===== config.mk =====
export PLATFORM = sky130hd
export DESIGN_NAME = cascade_irq_ctl
export DESIGN_NICKNAME = d
export VERILOG_FILES = /design/src/rtl/cic_pkg.sv /design/src/rtl/cic_prio.sv /design/src/rtl/cic_unit.sv /design/src/rtl/cascade_irq_ctl.sv
export SDC_FILE = /design/constraint.sdc
export NUM_CORES = 1
export LEC_CHECK = 0
export BUFFER_PORTS_ARGS = -buffer_cell sky130_fd_sc_hd__buf_4
export CAP_MARGIN = 0
export CELL_PAD_IN_SITES_DETAIL_PLACEMENT = 0
export CELL_PAD_IN_SITES_GLOBAL_PLACEMENT = 1
export CORE_MARGIN = 1
export CORE_UTILIZATION = 43
export DETAILED_ROUTE_END_ITERATION = 8
export PLACE_DENSITY_LB_ADDON = 0.1
export SLEW_MARGIN = 0
export SYNTH_ARGS = -nofsm -noshare
export SYNTH_HDL_FRONTEND = slang
export SYNTH_HIERARCHICAL = 1
export SYNTH_SLANG_ARGS = --single-unit

===== constraint.sdc =====
create_clock -name clk -period 2.6 [get_ports clk]
set_input_delay 0.52 -clock clk [delete_from_list [all_inputs] [get_ports clk]]
set_output_delay 0.52 -clock clk [all_outputs]
set_load 0.02 [all_outputs]

===== src/rtl/cic_pkg.sv =====
package cic_pkg;
   localparam int BYTE_W  = 8;
   localparam int HOST_AW = 3;

   // upper nibble of a command byte
   typedef enum logic [3:0] {
      OP_EOI  = 4'h1,
      OP_POLL = 4'h2,
      OP_RSEL = 4'h3,
      OP_SMM  = 4'h4
   } cic_op_e;

   typedef enum logic [HOST_AW-1:0] {
      RA_PMASK  = 3'd0,
      RA_SMASK  = 3'd1,
      RA_TRIGLO = 3'd2,
      RA_TRIGHI = 3'd3,
      RA_PCTL   = 3'd4,
      RA_SCTL   = 3'd5
   } cic_addr_e;

   typedef struct packed {
      logic       eoi;
      logic       poll;
      logic       rsel;
      logic       smm;
      logic [2:0] lvl;
      logic       arg;
   } cic_cmd_t;

   function automatic cic_cmd_t cic_decode(input logic en, input logic [BYTE_W-1:0] b);
      cic_cmd_t c;
      c.eoi  = en && (b[7:4] == OP_EOI);
      c.poll = en && (b[7:4] == OP_POLL);
      c.rsel = en && (b[7:4] == OP_RSEL);
      c.smm  = en && (b[7:4] == OP_SMM);
      c.lvl  = b[2:0];
      c.arg  = b[0];
      return c;
   endfunction
endpackage


===== src/rtl/cic_prio.sv =====
// Lowest-index set bit finder: index 0 is the highest priority.
module cic_prio #(
   parameter int N = 8
) (
   input  logic [N-1:0]         vec,
   output logic                 found,
   output logic [$clog2(N)-1:0] idx
);
   localparam int IW = $clog2(N);

   always_comb begin
      found = |vec;
      idx   = '0;
      for (int i = N - 1; i >= 0; i--) begin
         if (vec[i]) idx = IW'(i);
      end
   end
endmodule


===== src/rtl/cic_unit.sv =====
// One eight-input priority controller: request/in-service state, poll, EOI.
module cic_unit
   import cic_pkg::*;
#(
   parameter int N_IN = 8
) (
   input  logic              clk,
   input  logic              rst_n,
   input  logic [N_IN-1:0]   req_in,
   input  logic [N_IN-1:0]   level_sel,
   input  logic [N_IN-1:0]   mask,
   input  cic_cmd_t          cmd,
   input  logic              rd_take,
   output logic              int_out,
   output logic [BYTE_W-1:0] rdata
);
   localparam int IW = $clog2(N_IN);

   logic [N_IN-1:0] irr_q, isr_q, prev_q;
   logic [N_IN-1:0] irr_d, isr_d, ack, eoi_clr, cand, blk;
   logic            smm_q, sel_isr_q, pflag_q;
   logic [BYTE_W-1:0] pbyte_q, pbyte_d;
   logic            c_v, b_v, pending;
   logic [IW-1:0]   c_idx, b_idx;

   assign cand = irr_q & ~mask;
   assign blk  = smm_q ? (isr_q & ~mask) : isr_q;

   cic_prio #(.N(N_IN)) u_win (.vec(cand), .found(c_v), .idx(c_idx));
   cic_prio #(.N(N_IN)) u_blk (.vec(blk),  .found(b_v), .idx(b_idx));

   assign pending = c_v && (!b_v || (c_idx < b_idx));
   assign int_out = pending;

   always_comb begin
      ack     = (cmd.poll && pending) ? (N_IN'(1) << c_idx) : '0;
      eoi_clr = cmd.eoi ? (N_IN'(1) << cmd.lvl) : '0;
      isr_d   = (isr_q | ack) & ~eoi_clr;
      pbyte_d = pending ? {1'b1, 4'b0000, 3'(c_idx)} : '0;
   end

   for (genvar g = 0; g < N_IN; g++) begin : g_line
      always_comb begin
         if (level_sel[g]) irr_d[g] = req_in[g] & ~isr_d[g];
         else              irr_d[g] = (irr_q[g] | (req_in[g] & ~prev_q[g])) & ~ack[g];
      end
   end

   always_ff @(posedge clk or negedge rst_n) begin
      if (!rst_n) begin
         irr_q     <= '0;
         isr_q     <= '0;
         prev_q    <= '0;
         smm_q     <= 1'b0;
         sel_isr_q <= 1'b0;
         pflag_q   <= 1'b0;
         pbyte_q   <= '0;
      end else begin
         prev_q <= req_in;
         irr_q  <= irr_d;
         isr_q  <= isr_d;
         if (cmd.poll) begin
            pflag_q <= 1'b1;
            pbyte_q <= pbyte_d;
         end else if (rd_take) begin
            pflag_q <= 1'b0;
         end
         if (cmd.rsel) sel_isr_q <= cmd.arg;
         if (cmd.smm)  smm_q     <= cmd.arg;
      end
   end

   always_comb begin
      if (pflag_q)        rdata = pbyte_q;
      else if (sel_isr_q) rdata = BYTE_W'(isr_q);
      else                rdata = BYTE_W'(irr_q);
   end
endmodule


===== src/rtl/cascade_irq_ctl.sv =====
// Primary/secondary controller pair with host register port.
module cascade_irq_ctl
   import cic_pkg::*;
#(
   parameter int N_IN    = 8,
   parameter int CASC_IN = 2
) (
   input  logic                clk,
   input  logic                rst_n,
   input  logic [2*N_IN-1:0]   irq_lines,
   input  logic [HOST_AW-1:0]  host_addr,
   input  logic                host_wr,
   input  logic [BYTE_W-1:0]   host_wdata,
   input  logic                host_rd,
   output logic [BYTE_W-1:0]   host_rdata,
   output logic                host_irq
);
   localparam int LINES = 2 * N_IN;

   if (N_IN < 2 || N_IN > 8)          begin : g_bad_n    $error("N_IN must be 2..8");        end
   if (CASC_IN < 0 || CASC_IN >= N_IN) begin : g_bad_casc $error("CASC_IN out of range");    end

   logic [N_IN-1:0]  pmask_q, smask_q, p_mask_eff, p_req, p_level;
   logic [LINES-1:0] trig_q;
   logic             s_int, p_int;
   logic [BYTE_W-1:0] p_rdata, s_rdata;
   cic_cmd_t         p_cmd, s_cmd;
   cic_addr_e        ra;
   logic             unused_casc_pin;

   assign ra              = cic_addr_e'(host_addr);
   assign unused_casc_pin = irq_lines[CASC_IN];

   always_comb begin
      p_cmd = cic_decode(host_wr && (ra == RA_PCTL), host_wdata);
      s_cmd = cic_decode(host_wr && (ra == RA_SCTL), host_wdata);
      p_mask_eff          = pmask_q;
      p_mask_eff[CASC_IN] = &smask_q;
      p_req               = irq_lines[N_IN-1:0];
      p_req[CASC_IN]      = s_int;
      p_level             = trig_q[N_IN-1:0];
      p_level[CASC_IN]    = 1'b1;
   end

   always_ff @(posedge clk or negedge rst_n) begin
      if (!rst_n) begin
         pmask_q <= '1;
         smask_q <= '1;
         trig_q  <= '0;
      end else if (host_wr) begin
         case (ra)
            RA_PMASK:  pmask_q             <= host_wdata[N_IN-1:0];
            RA_SMASK:  smask_q             <= host_wdata[N_IN-1:0];
            RA_TRIGLO: trig_q[N_IN-1:0]    <= host_wdata[N_IN-1:0];
            RA_TRIGHI: trig_q[LINES-1:N_IN] <= host_wdata[N_IN-1:0];
            default: ;
         endcase
      end
   end

   cic_unit #(.N_IN(N_IN)) u_sec (
      .clk(clk), .rst_n(rst_n),
      .req_in(irq_lines[LINES-1:N_IN]), .level_sel(trig_q[LINES-1:N_IN]),
      .mask(smask_q), .cmd(s_cmd), .rd_take(host_rd && (ra == RA_SCTL)),
      .int_out(s_int), .rdata(s_rdata)
   );

   cic_unit #(.N_IN(N_IN)) u_pri (
      .clk(clk), .rst_n(rst_n),
      .req_in(p_req), .level_sel(p_level),
      .mask(p_mask_eff), .cmd(p_cmd), .rd_take(host_rd && (ra == RA_PCTL)),
      .int_out(p_int), .rdata(p_rdata)
   );

   assign host_irq = p_int;

   always_comb begin
      case (ra)
         RA_PMASK:  host_rdata = BYTE_W'(p_mask_eff);
         RA_SMASK:  host_rdata = BYTE_W'(smask_q);
         RA_TRIGLO: host_rdata = BYTE_W'(trig_q[N_IN-1:0]);
         RA_TRIGHI: host_rdata = BYTE_W'(trig_q[LINES-1:N_IN]);
         RA_PCTL:   host_rdata = p_rdata;
         RA_SCTL:   host_rdata = s_rdata;
         default:   host_rdata = '0;
      endcase
   end
endmodule


## Yosys cells after proc, flatten, opt, wreduce, memory -nomap -nowiden

Index checks and enable logic that the tools add are counted.
W data, S select, Z words.

- Order comparisons: 2
- Equality and inequality tests: 9
- Shift operators: 3
- Mux-type cells: 64
- Bitwise gates (word level): 119
- Reduce and logical (&&, ||, !) cells: 32

Operator list:

| kind | count |
|---|---|
| $mux W3 | 32 |
| $mux W8 | 12 |
| $and A8 B8 Y8 | 6 |
| $pmux W8 S6 | 1 |
| $and A1 B1 Y1 | 46 |
| $not A1 Y1 | 46 |
| $not A8 Y8 | 4 |
| $reduce_or A8 Y1 | 4 |
| $shl A1 B3 Y8 const A | 3 |
| $mux W1 | 19 |
| $logic_and A1 B1 Y1 | 16 |
| $or A8 B8 Y8 | 2 |
| $or A1 B1 Y1 | 15 |
| $eq A4 B2 Y1 const B | 2 |
| $reduce_and A2 Y1 | 4 |
| $reduce_and A8 Y1 | 1 |
| $eq A3 B2 Y1 const B | 2 |
| $eq A3 B3 Y1 const B | 2 |
| $lt A3 B3 Y1 | 2 |
| $eq A4 B1 Y1 const B | 1 |
| $eq A4 B3 Y1 const B | 1 |
| $reduce_bool A2 Y1 | 2 |
| $eq A3 B1 Y1 const B | 1 |
| $logic_not A3 Y1 | 1 |
| 2 further kinds | 4 |

- Bits in registers: 102
- Bits of input ports: 31
- Output and inout port bits: 9

## Logic depth before layout (Yosys ltp)

Gate-level depths: netlist of run 1.

- Word-level depth: 22
- Gate-level depth with buffers: 13
- Gate-level depth less buffers: 13

## Cells and area by module

Netlist of run 1, hierarchy kept.

By module, submodules not included:

| module | times used | cells an instance | area an instance (µm²) |
|---|---|---|---|
| cic_unit | 2 | 189 | 1,780.5 |
| cascade_irq_ctl | 1 | 143 | 1,776.7 |
| cic_prio | 4 | 13 | 81.3 |

## Least setup slack after synthesis of run 1

No wires, ideal clock.

- Path type: reg2out
- Start point: register pmask_q[4]
- End point: output host_irq
- Data arrival time: 2.390 ns
- Path slack: -0.310 ns
- Stages on the path, launching flop included: 9
- Path through: dfstp_2 nor2b_1 nor2_1 o21ai_0 a21boi_0 ha_1 a21o_1 a21o_1 a21boi_1

- Elaborated cells between the ends (all ways): 20

RTL lines:

| element | RTL line | RTL |
|---|---|---|
| start: declaration | cascade_irq_ctl.sv:23 | `logic [N_IN-1:0] pmask_q, smask_q, p_mask_eff, p_req, p_level;` |
| start signal: assignment | cascade_irq_ctl.sv:52 | `RA_PMASK: pmask_q <= host_wdata[N_IN-1:0];` |
| $not A8 Y8 | cic_unit.sv:26 | `assign cand = irr_q & ~mask;` |
| $and A8 B8 Y8 | cic_unit.sv:26 |  |
| via u_pri.cand[4] | cic_unit.sv:20 | `logic [N_IN-1:0] irr_d, isr_d, ack, eoi_clr, cand, blk;` |
| $mux W3 (5 in series) | cic_prio.sv:15 | `if (vec[i]) idx = IW'(i);` |
| via u_pri.c_idx[1] | cic_unit.sv:24 | `logic [IW-1:0] c_idx, b_idx;` |
| $lt A3 B3 Y1 | cic_unit.sv:32 | `assign pending = c_v && (!b_v \|\| (c_idx < b_idx));` |
| $logic_or A1 B1 Y1 | cic_unit.sv:32 |  |
| $logic_and A1 B1 Y1 | cic_unit.sv:32 |  |
| end: declaration | cascade_irq_ctl.sv:16 | `output logic host_irq` |

The timed path passes the listed nets, and every way through them passes these cells.

## Final worst setup path of run 1

- Start point: register smask_q[5]
- End point: output host_irq

- Elaborated cells between the ends (all ways): 17

RTL lines:

| element | RTL line | RTL |
|---|---|---|
| start: declaration | cascade_irq_ctl.sv:23 |  |
| start signal: assignment | cascade_irq_ctl.sv:53 | `RA_SMASK: smask_q <= host_wdata[N_IN-1:0];` |
| $reduce_and A8 Y1 | cascade_irq_ctl.sv:38 | `p_mask_eff[CASC_IN] = &smask_q;` |
| via p_mask_eff[2] | cascade_irq_ctl.sv:23 |  |
| $not A8 Y8 | cic_unit.sv:26 |  |
| $and A8 B8 Y8 | cic_unit.sv:26 |  |
| via u_pri.cand[2] | cic_unit.sv:20 |  |
| $mux W3 (3 in series) | cic_prio.sv:15 |  |
| via u_pri.c_idx[1] | cic_unit.sv:24 |  |
| $lt A3 B3 Y1 | cic_unit.sv:32 |  |
| $logic_or A1 B1 Y1 | cic_unit.sv:32 |  |
| $logic_and A1 B1 Y1 | cic_unit.sv:32 |  |

The timed path passes the listed nets, and every way through them passes these cells.

==> results of run 1 <==
-- layout make-up --
type / instances / area share [%]
Inverter: 31 / 1.656
Sequential cell: 93 / 33.43
Timing Repair Buffer: 105 / 11.45
Clock buffer: 13 / 3.847
Clock inverter: 3 / 0.6055
Tap cell: 172 / 3.063
Multi-Input combinational cell: 432 / 45.95
-- worst paths after layout --
path	endpoint	startpoint	cells after the start
worst max-delay path	host_irq	smask_q[5]	10
min in group clk	u_pri/prev_q[0]	irq_lines[0]	1
worst min-delay path	u_pri/prev_q[7]	rst_n	1
worst min register to register	trig_q[2]	trig_q[2]	1
max in group asynchronous	pmask_q[4]	rst_n	2
worst max register to register	u_pri/irr_q[3]	smask_q[5]	12
-- synthesized netlist by cell type (all sizes together), types with 2 or more instances --
cell type,n
a31oi,7
nor4,4
nand3,18
nand2b,14
mux2i,34
and3b,8
a221o,2
o2bb2ai,4
nand4,6
a211oi,8
o22ai,8
nand3b,3
buf,14
nor3b,2
a21o,6
nand4b,4
o221ai,8
o41ai,4
nand2,47
nor3,5
mux2,38
o32ai,5
and3,2
mux4,4
o211ai,6
a21boi,14
o21a,8
ha,4
inv,31
o21ai,30
o21bai,4
dfstp,15
clkbuf,4
dfrtp,78
nor2,45
a21oi,22
nor2b,49
-- cell usage in the layout (no fill, tap or decap), types with 10 or more instances in the layout --
master	count
inv_1	31
a21oi_1	15
nor2_1	39
nand2_1	47
mux2i_1	34
dfrtp_1	76
mux2_2	37
dfstp_2	15
o21ai_1	10
buf_4	103
o21ai_0	18
nand3_1	17
nand2b_1	13
nor2b_1	42
-- sequential cells by signal (all words and copies together), names as in the netlist, 4 cells and up --
register and flops:
pmask_q 7, smask_q 8, trig_q 16, u_pri/irr_q 8, u_pri/isr_q 8, u_pri/pbyte_q 4, u_pri/prev_q 8, u_sec/irr_q 8
u_sec/isr_q 8, u_sec/pbyte_q 4, u_sec/prev_q 8
-- report_power, final --
part | internal, mW | switching [mW]
Clock | 0.823 | 0.553
Sequential | 1.71 | 0.213
Combinational | 0.842 | 0.911
-- kinds of logic (layout without fill, tap and decap cells) --
family	count (synthesis)	after routing	share of synthesized area, %
AOI/OAI and AO/OA	139	139	17.68
adders and majority gates	4	4	0.8838
buffers and inverters	49	152	4.132
DFF	93	93	41.43
muxes	76	76	15.16
other	1	2	0.06622
and+or+nand+nor	211	211	20.66
-- timing repair --
| action | CTS | global route |
|---|---|---|
| setup endpoints to repair | 19 | 28 |
| resized for setup | 13 | 31 |
| pin swaps | 7 | 22 |
| gates cloned | 0 | 0 |
-- through the flow --
stage	hold WS (ns)	power (mW)	instances
floorplan	0.2244	2.920	574
global placement	0.5001	3.569	833
detailed placement	0.5119	3.613	833
CTS	0.1637	5.030	849
global route	0.1917	5.324	849
finish	0.1564	5.050	849
-- routing by layer --
layer / global-route usage (%) / vias up
met5: 0 / -
met4: 7.004 / 0
met3: 5.345 / 12
met2: 37.48 / 136
met1: 38.24 / 2324
li1: - / 2275
==> metrics.txt, run 1 <==
Post-CTS Setup Inserts=0; pin count of the biggest net entering global routing=55; status=finished, violations left; DP HPWL=12310 µm; Starting Density=44.51%; crit-path cells=nand4_1, nor2_4, nor2b_2, nor2_2, a21boi_2, ha_1, a21o_1, a21o_1, a21boi_4, buf_6; RSZ-0062 raised after global routing=yes; fin. max-slew vios=0; DR DRC count=0; leakage=2.933 nW; CTS Buf Count=9; most used cell, CP=a21o_1; layout cells sized above 1=33.83%; CP endpoint kind=output pin; ys async rst share=100.0%; Max Cap Viol=0; Critical-path top delay cell=dfstp_2; HP Class=input pin to asynchronous set/reset pin; DRT iter0 DRCs=314; top cells by area, synth=dfrtp_1 (34%), mux2_2 (7.4%), dfstp_2 (7.0%), mux2i_1 (6.0%), nor2b_1 (5.4%); Fin Clk Skew=0.006088 ns; I/O Buffers=38; worst slack, placed=-0.1391 ns; Syn Inst Count=573; Routed Antenna Nets=0; H-tree Lvls=3; GRT overflow=0; antenna violations before repair=0; Sink Count=93; Rel. slew slack=63.19%; Design Area, Final=7025 µm²; DR WL met2=7109 µm; Top delay family on crit path=simple AND/OR/NAND/NOR gates; Reg area=2349 µm²; row count=41; # setup viols final=4; Syn Area/Cell=9.883 µm²; RD Place Congestion=0.9204; Layout Utilization=55.22%; Seq/Total Area, Yosys=41.43%; failing checks=negative setup slack; crit start category=register; Die Width=116.8 µm; CTS clock-pin slew for the worst setup and hold paths=0.06 ns; Synth Warn #=6; Pwr per Cell Area=718.8 nW/µm²; Worst EP arrival=2.46 ns; Syn Std Cell Area=5663 µm²; vias in the first global route=4604; crit-path max cell delay=0.53 ns; Crit Path Max Fanout=3; measured slew at the worst slew-check pin=0.5521 ns; global-route wire length before repair=25650 µm; WL met1=8092 µm; antenna cells=0; Max Freq=335.3 MHz; area grow syn2layout=24.06%; CTS root buf=clkbuf_16; FF-to-FF setup slack=-0.03 ns; Req. time, crit path=2.08 ns; CP bufs+invs=1; CTS tree=built; minimum clock period=2.983 ns; Yosys cell types=58; routed length per instance=19.17 µm; top sig layer=met4; worst setup path category=register to output pin; crit share post-route=114.7%; drt first pass iters=5; total number of vias=4747; area of the multi-input gates=3228 µm²; Post-CTS Hold Fix Bufs=0; fin nets=707; register bit total from synthesis=93; Peak VDD IR=389.6 µV; fill count=1210; area share of the largest cell type after synthesis=34.47%; EDFF count, synth=0; I/O pin total=40; die area=13630 µm²; count of final hold-check violations=0; post-placement cell area=6580 µm²; Tot GR Track Use=25.65%; final worst slack=-0.3827 ns; Clock Path Buffers=2; DR vias/cell=5.591; Die Ht=116.8 µm; total wire length=16280 µm; Most used DFF post-synth=dfrtp_1; worst skew pair latency=0.35 ns; Final TNS setup=-0.4210 ns; leading area contributor after synthesis=dfrtp_1; CORE AREA=12720 µm²; met3 wire length=880 µm
No activity file was read; power rests on OpenSTA's default activity.
==> run 2: changes to the inputs <==
Settings changed: ABC_AREA set to 1, CORE_UTILIZATION 43 to 40.
==> metrics.txt, run 2 <==
status=finished, violations left; failing checks=negative setup slack; most common cell after layout, fill and taps aside=nand2_1; leakage=3.610 nW (+23%); Syn Area/Cell=7.231 µm² (-27%); fin. max-slew vios=0 (unchanged); area grow syn2layout=18.45%; pin count of the biggest net entering global routing=70 (+27%); CTS tree=built; total wire length=16410 µm (+0.80%); CTS Buf Count=9 (unchanged); area share of the largest cell type after synthesis=33.82% (-0.64 points); Crit Path Max Fanout=2 (-1); DRT iter0 DRCs=508 (+62%); Die Ht=122.1 µm (+4.6%); CTS clock-pin slew for the worst setup and hold paths=0.07 ns (about the same); I/O Buffers=38 (unchanged); CTS root buf=clkbuf_16; top cells by area, synth=dfrtp_1 (34%), nand2_1 (13%), inv_1 (10%), dfstp_2 (6.8%), a21oi_1 (3.8%); Synth Warn #=6 (unchanged); crit share post-route=113.5% (-1.2 points); HP Class=input pin to asynchronous set/reset pin; Critical-path top delay cell=dfstp_2; worst skew pair latency=0.36 ns (about the same); worst setup path category=register to output pin; # setup viols final=2 (-2); Die Width=122.1 µm (+4.6%); Post-synth top cells=nand2_1 (204), inv_1 (159), dfrtp_1 (78); DR DRC count=0 (unchanged); fin cells=1047 (+23%); CP endpoint kind=output pin; Max Freq=338.8 MHz (+1.0%); Biggest register=trig_q; Sink Count=93 (unchanged); crit start category=register; Seq/Total Area, Yosys=40.65% (-0.77 points); ys async rst share=100.0% (unchanged); layout cells sized above 1=20.42% (-13 points); Max Cap Viol=0 (unchanged); register bit total from synthesis=93 (unchanged); RSZ-0062 raised after global routing=yes; Post-CTS Hold Fix Bufs=0 (unchanged); crit-path cells=nand2_2, nor2_1, nand2_1, inv_2, nor2_1, inv_1, nand4_1, nor2_4, ha_4, nand2_2, inv_2, nand2_2, nand2_4, a21boi_2, buf_6; I/O pin total=40 (unchanged); total number of vias=5175 (+9.0%); count of final hold-check violations=0 (unchanged); Routed Antenna Nets=0 (unchanged); GRT overflow=0 (unchanged); most used cell, CP=nand2_2; Syn Std Cell Area=5771 µm² (+1.9%); row count=43 (+4.9%); Tot GR Track Use=23.31% (-2.3 points); max reg flops=16 (unchanged); global-route wire length before repair=26020 µm (+1.5%); antenna cells=0 (unchanged); H-tree Lvls=3 (unchanged); routed length per instance=15.67 µm (-18%); Peak VDD IR=489.4 µV (+26%); Pwr Total=5.020 mW (-0.60%); Worst EP arrival=2.43 ns (-0.03 ns); die area=14910 µm² (+9.4%); Most used DFF post-synth=dfrtp_1; Starting Density=41.25% (-3.3 points); minimum clock period=2.952 ns (-0.03082 ns); Hold WS=0.07515 ns (-0.08126 ns); Clock Path Buffers=2 (unchanged); Cells after DPL=1025 (+23%); final worst slack=-0.3519 ns (+0.03081 ns); fin nets=897 (+27%); CORE AREA=13990 µm² (+10%); Syn Inst Count=798 (+39%); vias in the first global route=4885 (+6.1%); Layout Utilization=48.86% (-6.4 points); top-count cell post-synth=nand2_1; Fin Clk Skew=0.009390 ns (+0.003302 ns); drt first pass iters=5 (unchanged); Pwr per Cell Area=734.4 nW/µm² (+2.2%); commonest non-fill, non-tap cells in the layout=nand2_1 (201), inv_1 (157), dfrtp_1 (76); DP HPWL=12550 µm (+2.0%); leading area contributor after synthesis=dfrtp_1; RD Place Congestion=0.8679 (-5.7%); EDFF count, synth=0 (unchanged); Req. time, crit path=2.08 ns (about the same); antenna violations before repair=0 (unchanged); DR vias/cell=4.943 (-12%); Yosys cell types=39 (-33%); crit-path max cell delay=0.55 ns (+0.02 ns)
[run 2: cell count changes in the layout (fill, tap and decap cells not counted), moves of 27 or more]
cell     change
a21oi_1     +27
buf_4       -36
nand3_1     +27
mux2_2      -35
nand2_1    +154
inv_1      +126
nor2b_1     -42
mux2i_1     -34
[run 2: stage by stage]
stage,area [µm²],TNS [ns],worst slack (ns)
final,6835,-0.3544,-0.3519
after global routing,6835,-1.505,-0.4732
after CTS,6715,-0.3241,-0.3241
after detailed placement,6374,-0.03754,-0.03754
after global placement,6374,-0.01221,-0.01221
after floorplan,5777,0,0.03452
[run 2: metal layers]
layer,global-route usage [%],wire length (µm),up-vias
li1,-,-,2644
met2,34.57,7010,134
met4,5.793,197,0
met1,34.96,8394,2379
met3,3.839,804,18
met5,0,0,-
[run 2: kinds of logic (layout without fill, tap and decap cells)]
family | after synthesis | in the layout | share of synthesized area [%]
adder cells (fa/ha/maj) | 4 | 4 | 0.8673
multiplexers | 2 | 2 | 0.3903
AND/OR/NAND/NOR | 381 | 381 | 31.72
buffers and inverters | 186 | 254 | 13.07
other | 1 | 2 | 0.06499
AO/OA/AOI/OAI | 131 | 131 | 13.23
flip-flops | 93 | 93 | 40.65
[run 2: path summary, 6_finish.rpt]
kind                               startpoint               to  slack, ns  depth (start not counted)
worst min register to register      trig_q[2]        trig_q[2]       0.50                          2
worst max-delay path               smask_q[5]         host_irq      -0.35                         15
worst min-delay path                    rst_n   u_sec/irr_q[7]       0.08                          1
max in group asynchronous               rst_n       pmask_q[5]       1.80                          2
worst max register to register     smask_q[5]   u_pri/irr_q[1]          0                         20
min in group clk                irq_lines[14]  u_sec/prev_q[6]       0.28                          1
[run 2: what timing repair did]
item                                    in CTS  in global routing
pin swaps                                    7                  8
endpoints found under the setup margin       2                 25
resized for setup                            5                 18
endpoints found under the hold margin        0                  0
setup buffers                                3                  2
gates cloned                                 0                  1
[run 2: critical path, delay by kind of cell (launching register included)]
kind	cells	cell delay (ns)
adders and majority gates	1	0.23
AOI/OAI and AO/OA	1	0.16
buffers and inverters	4	0.33
DFF	1	0.55
and+or+nand+nor	9	0.81
[run 2: power by group]
group / total (mW) / switching [mW] / internal, mW
logic: 1.86 / 1.13 / 0.727
clock network: 1.31 / 0.613 / 0.693
registers: 1.85 / 0.166 / 1.69
total: 5.02 / 1.91 / 3.11
[run 2: cell type report]
class	instances	area [µm²]
inverters	168	636.9
flip-flops and latches	93	2349
fillers	1436	7153
multi-input cells	520	2793
well taps	180	225.2
clock buffers	10	239.0
clock inverters	6	53.80
repair buffers	69	534.3
repair inverters	1	5.005
